===== config.mk =====
export PLATFORM = sky130hd
export DESIGN_NAME = spi_adc_seq
export DESIGN_NICKNAME = d
export VERILOG_FILES = /design/src/rtl/spi_adc_pkg.sv /design/src/rtl/spi_adc_clkgen.sv /design/src/rtl/spi_adc_shifter.sv /design/src/rtl/spi_adc_ctrl.sv /design/src/rtl/spi_adc_seq.sv
export SDC_FILE = /design/constraint.sdc
export NUM_CORES = 1
export LEC_CHECK = 0
export BUFFER_PORTS_ARGS = -buffer_cell sky130_fd_sc_hd__buf_2
export CAP_MARGIN = 20
export CORE_MARGIN = 2
export CORE_UTILIZATION = 24
export CTS_BUF_LIST = sky130_fd_sc_hd__clkbuf_8
export DETAILED_ROUTE_END_ITERATION = 8
export SYNTH_ARGS = -nofsm -noshare
export SYNTH_HDL_FRONTEND = slang
export SYNTH_SLANG_ARGS = --single-unit

===== constraint.sdc =====
create_clock -name clk -period 3.3 [get_ports clk]
set_input_delay 0 -clock clk [delete_from_list [all_inputs] [get_ports clk]]
set_output_delay 0 -clock clk [all_outputs]
set_load 0.005 [all_outputs]

===== src/rtl/spi_adc_pkg.sv =====
package spi_adc_pkg;
  localparam int CH_W    = 3;
  localparam int FRAME_W = 24;
  localparam int RES_W   = 12;
  localparam int BITS_W  = $clog2(FRAME_W + 1);
  localparam int LEAD_Z  = 5;

  typedef enum logic [1:0] {
    ST_IDLE = 2'd0,
    ST_XFER = 2'd1,
    ST_GAP  = 2'd2
  } seq_state_t;

  function automatic logic [FRAME_W-1:0] build_cmd(input logic [CH_W-1:0] ch);
    logic [FRAME_W-1:0] f;
    f = '0;
    f[FRAME_W-LEAD_Z-1] = 1'b1;
    f[FRAME_W-LEAD_Z-2] = 1'b1;
    f[FRAME_W-LEAD_Z-3 -: CH_W] = ch;
    return f;
  endfunction
endpackage


===== src/rtl/spi_adc_clkgen.sv =====
module spi_adc_clkgen #(
  parameter int DIV_W = 10
) (
  input  logic             clk,
  input  logic             rst_n,
  input  logic             run,
  input  logic [DIV_W-2:0] half,
  output logic             tick
);
  logic [DIV_W-2:0] cnt_q, cnt_d;
  logic [DIV_W-2:0] last;

  assign last = half - 1'b1;
  assign tick = run && (cnt_q == last);

  always_comb begin
    cnt_d = cnt_q;
    if (!run)      cnt_d = '0;
    else if (tick) cnt_d = '0;
    else           cnt_d = cnt_q + 1'b1;
  end

  always_ff @(posedge clk or negedge rst_n) begin
    if (!rst_n) cnt_q <= '0;
    else        cnt_q <= cnt_d;
  end
endmodule


===== src/rtl/spi_adc_shifter.sv =====
module spi_adc_shifter
  import spi_adc_pkg::*;
(
  input  logic               clk,
  input  logic               rst_n,
  input  logic               load,
  input  logic [FRAME_W-1:0] load_val,
  input  logic               shift_en,
  input  logic               sample_en,
  input  logic               miso,
  output logic               mosi,
  output logic [FRAME_W-1:0] rx
);
  logic [FRAME_W-1:0] tx_q, tx_d, rx_q, rx_d;

  always_comb begin
    tx_d = tx_q;
    rx_d = rx_q;
    if (load)          tx_d = load_val;
    else if (shift_en) tx_d = {tx_q[FRAME_W-2:0], 1'b0};
    if (sample_en)     rx_d = {rx_q[FRAME_W-2:0], miso};
  end

  always_ff @(posedge clk or negedge rst_n) begin
    if (!rst_n) begin
      tx_q <= '0;
      rx_q <= '0;
    end else begin
      tx_q <= tx_d;
      rx_q <= rx_d;
    end
  end

  assign mosi = tx_q[FRAME_W-1];
  assign rx   = rx_q;
endmodule


===== src/rtl/spi_adc_ctrl.sv =====
module spi_adc_ctrl
  import spi_adc_pkg::*;
#(
  parameter int DIV_W = 10
) (
  input  logic             clk,
  input  logic             rst_n,
  input  logic             start,
  input  logic             tick,
  input  logic [DIV_W-1:0] period,
  output logic             run_clk,
  output logic             load,
  output logic             shift_en,
  output logic             sample_en,
  output logic             finish,
  output logic             sclk,
  output logic             cs_n,
  output logic             busy,
  output logic             done
);
  seq_state_t        st_q, st_d;
  logic              sclk_q, sclk_d, cs_q, cs_d, done_q, done_d;
  logic [BITS_W-1:0] bits_q, bits_d;
  logic [DIV_W-1:0]  gap_q, gap_d;

  always_comb begin
    st_d      = st_q;
    sclk_d    = sclk_q;
    cs_d      = cs_q;
    bits_d    = bits_q;
    gap_d     = gap_q;
    done_d    = 1'b0;
    load      = 1'b0;
    shift_en  = 1'b0;
    sample_en = 1'b0;
    finish    = 1'b0;
    unique case (st_q)
      ST_IDLE: begin
        if (start) begin
          st_d   = ST_XFER;
          cs_d   = 1'b0;
          bits_d = '0;
          load   = 1'b1;
        end
      end
      ST_XFER: begin
        if (tick) begin
          if (!sclk_q) begin
            sclk_d    = 1'b1;
            sample_en = 1'b1;
            bits_d    = bits_q + 1'b1;
          end else begin
            sclk_d = 1'b0;
            if (bits_q == BITS_W'(FRAME_W)) begin
              cs_d   = 1'b1;
              done_d = 1'b1;
              finish = 1'b1;
              gap_d  = '0;
              st_d   = ST_GAP;
            end else begin
              shift_en = 1'b1;
            end
          end
        end
      end
      ST_GAP: begin
        gap_d = gap_q + 1'b1;
        if (gap_q == period - 1'b1) st_d = ST_IDLE;
      end
      default: st_d = ST_IDLE;
    endcase
  end

  always_ff @(posedge clk or negedge rst_n) begin
    if (!rst_n) begin
      st_q   <= ST_IDLE;
      sclk_q <= 1'b0;
      cs_q   <= 1'b1;
      done_q <= 1'b0;
      bits_q <= '0;
      gap_q  <= '0;
    end else begin
      st_q   <= st_d;
      sclk_q <= sclk_d;
      cs_q   <= cs_d;
      done_q <= done_d;
      bits_q <= bits_d;
      gap_q  <= gap_d;
    end
  end

  assign run_clk = (st_q == ST_XFER);
  assign sclk    = sclk_q;
  assign cs_n    = cs_q;
  assign busy    = (st_q != ST_IDLE);
  assign done    = done_q;
endmodule


===== src/rtl/spi_adc_seq.sv =====
module spi_adc_seq
  import spi_adc_pkg::*;
#(
  parameter int DIV_W = 10
) (
  input  logic             clk,
  input  logic             rst_n,
  input  logic [DIV_W-1:0] sclk_div,
  input  logic             start,
  input  logic [CH_W-1:0]  chan,
  output logic             busy,
  output logic             done,
  output logic [RES_W-1:0] result,
  output logic             sclk,
  output logic             mosi,
  input  logic             miso,
  output logic             cs_n
);
  localparam logic [DIV_W-2:0] MIN_HALF = (DIV_W-1)'(2);

  logic [DIV_W-2:0]   half_eff;
  logic [DIV_W-1:0]   period;
  logic               tick, run_clk, load, shift_en, sample_en, finish;
  logic [FRAME_W-1:0] rx;
  logic [RES_W-1:0]   res_q, res_d;

  assign half_eff = (sclk_div[DIV_W-1:1] < MIN_HALF) ? MIN_HALF : sclk_div[DIV_W-1:1];
  assign period   = {half_eff, 1'b0};

  spi_adc_clkgen #(.DIV_W(DIV_W)) u_clkgen (
    .clk  (clk),
    .rst_n(rst_n),
    .run  (run_clk),
    .half (half_eff),
    .tick (tick)
  );

  spi_adc_ctrl #(.DIV_W(DIV_W)) u_ctrl (
    .clk      (clk),
    .rst_n    (rst_n),
    .start    (start),
    .tick     (tick),
    .period   (period),
    .run_clk  (run_clk),
    .load     (load),
    .shift_en (shift_en),
    .sample_en(sample_en),
    .finish   (finish),
    .sclk     (sclk),
    .cs_n     (cs_n),
    .busy     (busy),
    .done     (done)
  );

  spi_adc_shifter u_shift (
    .clk      (clk),
    .rst_n    (rst_n),
    .load     (load),
    .load_val (build_cmd(chan)),
    .shift_en (shift_en),
    .sample_en(sample_en),
    .miso     (miso),
    .mosi     (mosi),
    .rx       (rx)
  );

  always_comb begin
    res_d = res_q;
    if (finish) res_d = rx[RES_W-1:0];
  end

  always_ff @(posedge clk or negedge rst_n) begin
    if (!rst_n) res_q <= '0;
    else        res_q <= res_d;
  end

  assign result = res_q;
endmodule


==> metrics.csv <==
stage,metric,value,unit
outcome,status,"finished, final reports clean",
layout,diodes,0,
timing,fin_crit,3.05,ns
yosys,ys.flop_type,dfrtp_1,
yosys,syn_inst,332,
yosys,ys.warnings.count,0,
yosys,synth_area_leaders,"dfrtp_1, mux2_2, xnor2_1",
clocking,clk_latency,0.34,ns
detailed_routing,ant_nets,0,
timing,rsz0062_at_grt,no,
worst_setup_path,worstPathCellList,"buf_2, or4_4, o41ai_4, ha_2, nand2b_4, o41a_1, a211o_1, nor4b_2, nand4_2, nor3b_4, buf_12, mux2_2",
detailed_routing,routed_wl,7780,µm
worst_setup_path,slowest_delay,0.55,ns
layout,area_growth_syn_to_layout,24.0,%
yosys,synth_common_cells,"dfrtp_1, nand2_1, nor2_1",
detailed_routing,drc,0,
worst_setup_path,timing.rr.end,result[3]$_DFFE_PN0P_,
clocking,cts_sinks,63,
die,rows,43,
pwr,ir_worst_vdd,0.287,mV
detailed_routing,vias,2632,
timing,finalWorstSetupSlack,0.246,ns
yosys,synth.most_common_cell,dfrtp_1,
yosys,syn_area_per_cell,10.4,µm²
timing,final_hold_viol_count,0,
clocking,cts_resized,0,
worst_setup_path,start_kind,input pin,
die,die_w,124,µm
timing,holdWs,0.0516,ns
pwr,p_int,1610,µW
global_route,grt_max_degree,45,
placed_design,gp_congestion,0.860,
pwr,power_frac_comb,23.0,%
timing,skew,0.0121,ns
worst_setup_path,cp_max_fo,12,
detailed_routing,drt-wirelength-per-cell,13.6,µm
worst_setup_path,slowest_stage,or4_4,
timing,setup_viol,0,
pwr,swShare,32.4,%
timing,worst_pin_slew,0.475,ns
die,coreArea,14000,µm²
clocking,cts_setup_buffers,0,
detailed_routing,first_pass_iters,4,
timing,drv_slew,0,
layout,fin_nets,409,
pwr,power_density,556,nW/µm²
timing,fmax,327,MHz
clocking,clk_pin_slew_worst_paths,0.08,ns
global_route,grt_pass1_vias,2726,
yosys,seq_area_frac_synth,45.6,%
worst_setup_path,startpoint,sclk_div[4],
layout,seqCellArea,1580,µm²
worst_setup_path,arrival,3.28,ns
layout,drive_gt1_share,28.3,%
yosys,synth.top_cell.area_share,44.9,%
die,chipHeight,124,µm
yosys,ys_seq_elements,63,
pwr,p_seq_share,42.2,%
die,num_io_pins,34,
worst_setup_path,critPathCapture,result[3]$_DFFE_PN0P_,
placed_design,io_buffers,32,
yosys,synth_cell_types,57,
worst_setup_path,rrSetupSlack,0.74,ns
global_route,track_usage,10.8,%
yosys,mappedNetlistArea,3460,µm²
layout,fillers,1457,
clocking,cts_buffers,9,
placed_design,place_ws,-0.0973,ns
detailed_routing,first_iter_violations,190,
global_route,antenna_found_initial,0,
worst_setup_path,r2r_start,u_clkgen.cnt_q[6]$_DFF_PN0_,
worst_setup_path,ff2ff_path_depth,8,
die,die-area,15400,µm²
pwr,p_leak,0.00194,µW
flow_run,cap_violations,0,
pwr,switchingPower,772,µW
global_route,grt_overflow,0,
pwr,clkPwrFrac,34.8,%
worst_setup_path,worstSetupEndpointType,flop,
timing,fin_crit_sh,92.5,%
detailed_routing,viasPerCell,4.60,
yosys,syn_nets,354,
yosys,synth_area_leader_cell,dfrtp_1,
die,start_util,24.7,%
yosys,async_reset_ff_share,100,%
timing,relSlewSlack,68.4,%
worst_setup_path,crit_type,input pin to flop,
worst_setup_path,cp.required,3.53,ns
global_route,grt_pass1_wl,13200,µm
clocking,clockRootBuffer,clkbuf_8,
layout,multi_input_area,1770,µm²
timing,fin_setup_tns,0,ns
clocking,clockBufferDepth,2,
clocking,cts_max_level,3,
yosys,synth_edf_count,0,
placed_design,dpl.hpwl,5750,µm
hold_path,min_path_type,input pin to asynchronous set/reset pin,
layout,post-route-util,30.7,%
clocking,cts_tree,done,
==> registers in the layout, indices dropped and copies added, names as in the netlist <==
register / flops
u_clkgen.cnt_q: 9
u_ctrl.st_q: 2
u_ctrl.gap_q: 10
u_shift.tx_q: 10
u_shift.rx: 12
u_ctrl.bits_q: 5
result: 12
u_ctrl.done: 1
u_ctrl.cs_n: 1
u_ctrl.sclk: 1
==> worst max-delay path: cells and delay by family <==
family                   cells  cell delay, ns
AO/OA/AOI/OAI                3            0.94
multiplexers                 1            0.34
AND/OR/NAND/NOR              5            1.43
adder cells (fa/ha/maj)      1            0.28
buffers and inverters        2            0.29
==> through the flow <==
step                total power [µW]  instance area (µm²)  std cells
floorplan                       1390                 3490        332
global placement                1540                 3960        549
detailed placement              1560                 3960        549
CTS                             2420                 4270        571
global route                    2540                 4290        572
finish                          2380                 4290        572
==> layer usage <==
metal | wire length [µm] | vias to the layer above | share of wire (%) | track usage (%)
met5 | 0 | - | 0 | 0
met4 | 73 | 0 | 0.94 | 2.74
met3 | 358 | 8 | 4.6 | 2.70
met2 | 3660 | 61 | 47 | 17.3
met1 | 3700 | 1285 | 47 | 14.5
li1 | - | 1278 | - | -
==> timing repair <==
action	4_1_cts	5_1_grt
setup endpoints to repair	0	0
endpoints found under the hold margin	48	0
hold buffers	6	0
==> power groups by stage <==
stage	Clock (µW)	Sequential, µW	Combinational, µW
6_report	830	1010	547
5_1_grt	899	1020	623
4_1_cts	863	1010	550
3_5_place_dp	0	1020	539
3_3_place_gp	0	1010	522
2_1_floorplan	0	965	427
==> cell usage in the layout, fill, tap and decap left out, types with 2 or more instances in the layout <==
cell,instances
buf_2,32
o211ai_1,2
or3_1,2
a311oi_1,2
nand4_1,5
mux2_2,25
nand2_1,32
a2111oi_0,2
and3_1,5
xnor2_1,19
nor3_1,10
inv_1,13
dfrtp_1,62
a211oi_1,2
clkbuf_8,9
nand4b_1,2
buf_4,18
nor2_1,29
a211o_1,2
xor2_1,13
nor4_2,2
nor4_1,2
a21o_1,3
a31oi_1,3
o21ai_0,12
bufinv_16,3
dlygate4sd3_1,6
mux2i_1,4
nand2b_1,5
a21oi_1,6
and2_1,2
and4_1,2
nand3b_1,2
nor2b_1,3
ha_1,4
nand3_1,15
inv_6,3
buf_12,3
==> cell families (layout without fill, tap and decap cells) <==
family | Yosys count | count (layout) | synth area share, %
xor gates and xnor gates | 33 | 33 | 8.76
and+or+nand+nor | 128 | 128 | 20.5
AOI/OAI and AO/OA | 46 | 46 | 10.0
adders and majority gates | 5 | 5 | 1.81
muxes | 29 | 29 | 9.30
DFF | 63 | 63 | 45.6
buffers and inverters | 28 | 88 | 4.02
==> worst min path at each step <==
stage	startpoint	end	slack [ns]
after global routing	rst_n	u_clkgen.cnt_q[2]$_DFF_PN0_	0.03
after global placement	rst_n	u_clkgen.cnt_q[3]$_DFF_PN0_	0.20
after CTS	sclk_div[1]	u_ctrl.done$_DFF_PN0_	0.31
after detailed placement	chan[1]	u_shift.tx_q[15]$_DFFE_PN0P_	0.21
after floorplan	rst_n	result[0]$_DFFE_PN0P_	-0.30
final	rst_n	u_clkgen.cnt_q[3]$_DFF_PN0_	0.05
==> layout make-up <==
type	count	area share [%]
multi-input cells	241	41.3
clock inverters	7	2.92
inverters	13	1.14
flip-flops and latches	63	36.8
repair buffers	59	9.68
clock buffers	9	2.89
well taps	180	5.25
No activity file was read; power rests on OpenSTA's default activity.
